==> config.mk <==
export PLATFORM = sky130hd
export DESIGN_NAME = dual_ptr_fetch
export DESIGN_NICKNAME = d
export VERILOG_FILES = /design/src/rtl/fseq_pkg.sv /design/src/rtl/fseq_decode.sv /design/src/rtl/fseq_ptrs.sv /design/src/rtl/dual_ptr_fetch.sv
export SDC_FILE = /design/constraint.sdc
export NUM_CORES = 1
export LEC_CHECK = 0
export BUFFER_PORTS_ARGS = -buffer_cell sky130_fd_sc_hd__buf_4
export CORE_MARGIN = 8
export CORE_UTILIZATION = 35
export DETAILED_ROUTE_END_ITERATION = 8
export HOLD_SLACK_MARGIN = 0.02
export PLACE_DENSITY_LB_ADDON = 0.3
export SETUP_SLACK_MARGIN = 0.1
export SYNTH_ARGS = -nofsm -noshare
export SYNTH_HDL_FRONTEND = slang
export SYNTH_HIERARCHICAL = 1
export SYNTH_SLANG_ARGS = --single-unit
==> constraint.sdc <==
create_clock -name clk -period 6.8 [get_ports clk]
set_input_delay 1.36 -clock clk [delete_from_list [all_inputs] [get_ports clk]]
set_output_delay 1.36 -clock clk [all_outputs]
set_load 0.05 [all_outputs]
==> src/rtl/fseq_pkg.sv <==
// Shared types for the dual-pointer fetch sequencer.
// Assumes: one classification per fetched word, two fetch modes.
package fseq_pkg;
    typedef enum logic [1:0] {
        WK_MICRO   = 2'd0,
        WK_CALL    = 2'd1,
        WK_RET     = 2'd2,
        WK_BADCALL = 2'd3
    } word_kind_e;

    typedef enum logic {
        M_USER = 1'b0,
        M_FW   = 1'b1
    } fetch_mode_e;
endpackage

==> src/rtl/fseq_decode.sv <==
// Classifies a fetched word according to the current fetch mode.
// Assumes: bit DATA_W-1 is the mode flag; RET_WORD has that flag set.
module fseq_decode
    import fseq_pkg::*;
#(
    parameter int unsigned          DATA_W   = 16,
    parameter logic [DATA_W-1:0]    RET_WORD = '1
) (
    input  fetch_mode_e         mode,
    input  logic [DATA_W-1:0]   word,
    output word_kind_e          kind
);
    localparam int unsigned FLAG_BIT = DATA_W - 1;

    // Purpose: map mode and flag bit to a word kind.
    always_comb begin
        if (mode == M_USER) begin
            kind = word[FLAG_BIT] ? WK_CALL : WK_MICRO;
        end else if (word == RET_WORD) begin
            kind = WK_RET;
        end else begin
            kind = word[FLAG_BIT] ? WK_BADCALL : WK_MICRO;
        end
    end
endmodule

==> src/rtl/fseq_ptrs.sv <==
// Holds the user program counter and the firmware pointer, and drives
// the fetch address and segment from the one selected by the mode.
// Assumes: at most one of adv_fw and load_fw is high in a cycle.
module fseq_ptrs
    import fseq_pkg::*;
#(
    parameter int unsigned ADDR_W = 16
) (
    input  logic                clk,
    input  logic                rst_n,
    input  fetch_mode_e         mode,
    input  logic                adv_pc,
    input  logic                adv_fw,
    input  logic                load_fw,
    input  logic [ADDR_W-1:0]   load_val,
    output logic [ADDR_W-1:0]   addr,
    output logic                seg
);
    localparam logic [ADDR_W-1:0] ONE = ADDR_W'(1);

    logic [ADDR_W-1:0] pc_q;
    logic [ADDR_W-1:0] fw_q;

    // Purpose: user program counter, steps past each accepted user word.
    always_ff @(posedge clk) begin
        if (!rst_n)      pc_q <= '0;
        else if (adv_pc) pc_q <= pc_q + ONE;
    end

    // Purpose: firmware pointer, loaded on a call, stepped in firmware.
    always_ff @(posedge clk) begin
        if (!rst_n)       fw_q <= '0;
        else if (load_fw) fw_q <= load_val;
        else if (adv_fw)  fw_q <= fw_q + ONE;
    end

    // Purpose: select the active pointer and segment for the fetch port.
    always_comb begin
        addr = (mode == M_FW) ? fw_q : pc_q;
        seg  = (mode == M_FW);
    end
endmodule

==> src/rtl/dual_ptr_fetch.sv <==
// Fetch sequencer with a user counter and a dedicated firmware pointer.
// Issues one memory request at a time, classifies each returned word and
// either loads the instruction register, enters firmware, returns from it
// or flags a refused nested call.
// Assumes: memory answers each request exactly once, never unasked.
module dual_ptr_fetch
    import fseq_pkg::*;
#(
    parameter int unsigned          DATA_W   = 16,
    parameter int unsigned          ADDR_W   = 16,
    parameter logic [DATA_W-1:0]    RET_WORD = '1
) (
    input  logic                clk,
    input  logic                rst_n,
    output logic                req_valid,
    output logic [ADDR_W-1:0]   req_addr,
    output logic                req_seg,
    input  logic                rsp_valid,
    input  logic [DATA_W-1:0]   rsp_data,
    output logic                ir_valid,
    output logic [DATA_W-1:0]   ir_word,
    output logic                ret_strobe,
    output logic                call_err
);
    localparam int unsigned TGT_W = DATA_W - 1;

    logic        pend_q;
    fetch_mode_e mode_q;
    word_kind_e  kind;
    logic        accept;
    logic        is_user;

    assign accept    = pend_q & rsp_valid;
    assign is_user   = (mode_q == M_USER);
    assign req_valid = ~pend_q;

    fseq_decode #(
        .DATA_W   (DATA_W),
        .RET_WORD (RET_WORD)
    ) u_dec (
        .mode (mode_q),
        .word (rsp_data),
        .kind (kind)
    );

    fseq_ptrs #(
        .ADDR_W (ADDR_W)
    ) u_ptrs (
        .clk      (clk),
        .rst_n    (rst_n),
        .mode     (mode_q),
        .adv_pc   (accept & is_user),
        .adv_fw   (accept & ~is_user & (kind == WK_MICRO || kind == WK_BADCALL)),
        .load_fw  (accept & (kind == WK_CALL)),
        .load_val (ADDR_W'(rsp_data[TGT_W-1:0])),
        .addr     (req_addr),
        .seg      (req_seg)
    );

    // Purpose: track the single outstanding request.
    always_ff @(posedge clk) begin
        if (!rst_n)         pend_q <= 1'b0;
        else if (accept)    pend_q <= 1'b0;
        else if (req_valid) pend_q <= 1'b1;
    end

    // Purpose: switch fetch mode on calls and returns.
    always_ff @(posedge clk) begin
        if (!rst_n) begin
            mode_q <= M_USER;
        end else if (accept) begin
            if (kind == WK_CALL)     mode_q <= M_FW;
            else if (kind == WK_RET) mode_q <= M_USER;
        end
    end

    // Purpose: register the instruction output and event pulses.
    always_ff @(posedge clk) begin
        if (!rst_n) begin
            ir_valid   <= 1'b0;
            ir_word    <= '0;
            ret_strobe <= 1'b0;
            call_err   <= 1'b0;
        end else begin
            ir_valid   <= accept & (kind == WK_MICRO);
            ret_strobe <= accept & (kind == WK_RET);
            call_err   <= accept & (kind == WK_BADCALL);
            if (accept && kind == WK_MICRO) ir_word <= rsp_data;
        end
    end
endmodule

# Word-level counts from Yosys, hierarchy flattened
# Cells that the tools add are included.
# classes
addsub	2
bitwise	11
muxes	10
reduce_logical	7
n_eq_ne	4
# ops
op	n
$add A16 B1 Y16 const B	2
$mux W15	2
$eq A16 B16 Y1 const B	1
$mux W16	1
$and A1 B1 Y1	8
$mux W2	3
$eq A2 B2 Y1 const B	2
$mux W1	4
$reduce_bool A2 Y1	2
$not A1 Y1	3
$eq A2 B1 Y1 const B	1
$logic_not A2 Y1	1
$reduce_and A2 Y1	1
$reduce_or A2 Y1	1
$logic_and A1 B1 Y1	1
$logic_or A1 B1 Y1	1
# totals
input_bits	19
regBits	53
word_cells	43

# Longest topological paths before layout
# depth
ltp_word	8
depth_mapped	10
depth_no_buf	9

# Modules after synthesis
# Netlist, hierarchy kept.
# modules_own_cells
mod	seq_area_each_um2	instances	cells_each	area_per_inst_um2
fseq_ptrs	640.6	1	210	1799.2
dual_ptr_fetch	420.4	1	97	913.4
fseq_decode	0.0	1	6	43.8

# Worst setup path after synthesis
# Ideal clock, no wire load.
# synth_path
kind	input to register
start	input rsp_data[3]
end	register u_ptrs.fw_q[12]
cell_stages	10
n_path_buf	1
t_required_ps	6667
t_arrival_ps	3278
path_slack_ps	3390
path_cell_list	nand4_1 > o41a_1 > inv_1 > ha_1 > nor3b_1 > buf_2 > nand3_1 > nor4_2 > xnor2_1 > a21oi_1
# synth_via
elab_chain_cells	7
elab_cells_between_ends	11
cone_classes	3 x eq/ne; 3 x mux; 2 x bitwise; 3 x reduce/logical
# synth_lines
element	line_no	rtl
start, declared	dual_ptr_fetch.sv:19	input logic [DATA_W-1:0] rsp_data,
$eq A16 B16 Y1 (*)	fseq_decode.sv:19	end else if (word == RET_WORD) begin
$mux W2 (*)	fseq_decode.sv:19	
$mux W2 (*)	fseq_decode.sv:17	if (mode == M_USER) begin
via kind[0]	dual_ptr_fetch.sv:29	word_kind_e kind;
$eq A2 B2 Y1 / $logic_not A2 Y1 (equally long branches)	dual_ptr_fetch.sv:53	.adv_fw (accept & ~is_user & (kind == WK_MICRO || kind == WK_BADCALL)),
$logic_or A1 B1 Y1	dual_ptr_fetch.sv:53	
$and A1 B1 Y1	dual_ptr_fetch.sv:53	
$reduce_bool A2 Y1 (no source line)	n/a	
end signal, assigned	fseq_ptrs.sv:33	else if (load_fw) fw_q <= load_val;
end signal, assigned	fseq_ptrs.sv:34	else if (adv_fw) fw_q <= fw_q + ONE;
end, declared	fseq_ptrs.sv:22	logic [ADDR_W-1:0] fw_q;
# Mark *: on every way through the listed nets, which the timed path passes. The rest lies on a longest branch.
# A chain may end at the register's enable or synchronous reset.

# Worst setup path in the final report
# layout_path
start	input rsp_data[2]
end	register u_ptrs.fw_q[15]
# layout_via
elab_chain_cells	6
elab_cells_between_ends	10
cone_classes	3 x eq/ne; 2 x mux; 2 x bitwise; 3 x reduce/logical
# layout_lines
element	line_no	rtl
$eq A16 B16 Y1 (*)	fseq_decode.sv:19	
$mux W2 (*)	fseq_decode.sv:19	
$mux W2 (*)	fseq_decode.sv:17	
via kind[0]	dual_ptr_fetch.sv:29	
$eq A2 B1 Y1 (tied with other cells)	dual_ptr_fetch.sv:54	.load_fw (accept & (kind == WK_CALL)),
$and A1 B1 Y1 / $logic_or A1 B1 Y1 (equally long branches)	dual_ptr_fetch.sv:54, dual_ptr_fetch.sv:53	
$reduce_or A2 Y1 (no source line) / $and A1 B1 Y1 (equally long branches)	n/a	
# Marks and branches as above.

==> results.py <==
metrics = {
    "die": {
        "start_util_pct": 35.9,
        "core_area_um2": 7690,
        "die_y_um": 105,
        "die_area_um2": 11000,
        "io_pins": 56,
        "die_width_um": 105,
        "fp-row-count": 32,
    },
    "worst_setup_path": {
        "path_class": "in2reg",
        "end_kind": "flip-flop",
        "path_max_fanout": 24,
        "arrival_ps": 3710,
        "start_kind": "primary input",
        "required_ps": 7060,
    },
    "clock_tree": {
        "tritoncts": "done",
        "cts.htree.levels": 2,
        "clk_pin_slew_ps": 100,
        "clk-insertion-delay-late_ps": 310,
        "cts_resized": 0,
        "cts-root-buf": "clkbuf_8",
        "cts_inserted_buffers": 5,
        "postCtsSetupBuffers": 0,
        "clkSinkCount": 53,
        "holdBufCountCts": 0,
        "cts_buffer_depth": 2,
    },
    "routing": {
        "drt_pass1_iterations": 4,
        "vias_per_cell": 5.04,
        "first_iter_violations": 118,
        "totalWireLength_um": 6960,
        "post-route-drc-count": 0,
        "via_count": 2328,
        "antenna_left": 0,
        "post_drt_wl_per_cell_um": 15.1,
    },
    "yosys": {
        "syn_inst": 313,
        "syn_area_per_cell_um2": 8.81,
        "synth.distinct_cells": 40,
        "synth_flop_cell": "dfxtp_1",
        "synth-simple-area-share_pct": 24.6,
        "synth_top_cell_by_area": "dfxtp_1",
        "synth_warnings": 6,
        "synthMuxAreaShare_pct": 13.3,
        "synth_xor_area_share_pct": 7.63,
        "synth_fa_ha_area_share_pct": 2.72,
        "synthArstFlopShare_pct": 0,
        "seq_area_frac_synth_pct": 38.5,
        "synth_edf_count": 0,
        "yosysMostFrequentCell": "dfxtp_1",
        "synth_commonest_cells": "dfxtp_1 (53), nand2_1 (47), nor2_1 (26), mux2i_1 (21), xnor2_1 (18)",
        "synth_area_leaders": "dfxtp_1 (38%), mux2i_1 (7.6%), nand2_1 (6.4%)",
        "ys_ff_latch": 53,
        "syn-num-nets": 338,
        "synth_top_area_share_pct": 38.5,
        "synth_top_family_by_area": "simple AND/OR/NAND/NOR gates",
        "synth_compound_area_share_pct": 7.40,
        "syn_area_um2": 2760,
    },
    "placed_design": {
        "gp_congestion": 0.802,
        "dp_hpwl_um": 5180,
        "io_buffers": 55,
    },
    "power": {
        "ir_drop_v": 0.0000784,
        "p_per_area_nw_per_um2": 180,
        "p_leak_nw": 1.31,
    },
    "final_layout": {
        "fillCellCount": 807,
        "area_delta_synth_final_pct": 19.2,
        "register_area_um2": 1060,
        "final_nets": 384,
        "drive_above_1_share_pct": 24.2,
        "multi_input_area_um2": 1540,
        "diodes": 0,
    },
    "timing": {
        "post-route-period-util_pct": 50.8,
        "fin_tns_setup_ps": 0,
        "whs_ps": 463,
        "maxSlewViolCount": 0,
        "setup_violations": 0,
        "final_hold_viol_count": 0,
        "worstMarginPinSlew_ps": 1010,
        "rsz0062_at_grt": "no",
        "fmax_mhz": 289,
        "fin_skew_ps": 8.36,
        "period_needed_ps": 3450,
        "relSlewSlack_pct": 33.0,
    },
    "global_route": {
        "grt_remaining_overflow": 0,
        "grt_max_degree": 52,
        "grt_use_total_pct": 12.9,
        "grt_pass1_wl_um": 11800,
        "antenna_found_initial": 0,
        "grt_pass1_vias": 2344,
    },
    "status": {
        "outcome": "completed",
    },
    "job": {
        "maxCapViolCount": 0,
    },
    "worst_hold_path": {
        "hold_path.class": "reg2reg",
    },
}
==> area by class of cell <==
type                            instances  area share (%)
Tap cell                              102            3.88
Timing Repair Buffer                   56            12.8
Inverter                               11            1.26
Clock inverter                          2           0.419
Sequential cell                        53            32.3
Clock buffer                            6            2.51
Multi-Input combinational cell        232            46.9
==> layout by cell type (no fill, tap or decap), types with 11 or more instances in the layout <==
cell type  netlist  layout
buf_4            1      56
nor2_1          26      26
nand3_1         12      12
mux2i_1         21      21
dfxtp_1         53      53
nand2_1         47      47
nand4_1         11      11
inv_1           11      11
a21oi_1         13      13
mux2_2          14      14
o21ai_0         13      13
xnor2_1         18      18
nor3_1          11      11
==> state kept, by name (all words and copies together) (netlist names) <==
register,flops
ir_word,16
u_ptrs/fw_q,16
u_ptrs/pc_q,16
call_err,1
ir_valid,1
mode_q,1
pend_q,1
ret_strobe,1
==> layer usage <==
layer	vias up	track usage (%)	wire length, um	share of wire [%]
li1	1169	-	-	-
met1	1116	15.5	3090	44
met2	36	22.3	3550	51
met3	7	2.09	221	3.2
met4	0	4.89	97	1.4
met5	-	0	0	0
==> where the power goes <==
part | internal (W) | switching [W]
clock network | 0.0000828 | 0.000107
logic | 0.0000273 | 0.0000458
registers | 0.000319 | 0.0000113
==> critical path, stage by stage <==
cell and delay [ps]:
buf_4 100, nand4_1 90, o41a_1 500, ha_1 240, and3_2 250, inv_1 500
nand3_1 250, a311oi_1 280, a221o_1 140
==> worst paths after layout <==
path / to / depth (start not counted) / start / slack (ps)
hold / removal: ir_word[15] / 2 / ir_word[15] / 460
hold reg to reg: ir_word[15] / 2 / ir_word[15] / 460
setup / recovery: u_ptrs/fw_q[15] / 9 / rsp_data[2] / 3350
setup reg to reg: u_ptrs/fw_q[15] / 8 / mode_q / 3450
==> stage by stage <==
step,utilization (%),std cells,setup WS (ps),instance area [um^2],total power (W)
2_1_floorplan,-,313,3390,2760,0.000385
3_3_place_gp,41.5,454,3120,3190,0.000410
3_5_place_dp,41.5,454,3030,3190,0.000411
4_1_cts,42.8,462,3360,3290,0.000600
5_1_grt,42.8,462,3050,3290,0.000619
6_report,42.8,462,3350,3290,0.000593
==> kinds of logic (layout without fill, tap and decap cells) <==
group	Yosys count	in the layout
simple gates	131	131
flops	53	53
compound gates	35	35
mux	35	35
buf+inv	28	75
xor+xnor	24	24
fa+ha+maj	6	6
other cells	1	1
Power figures use the tool's default switching activity.
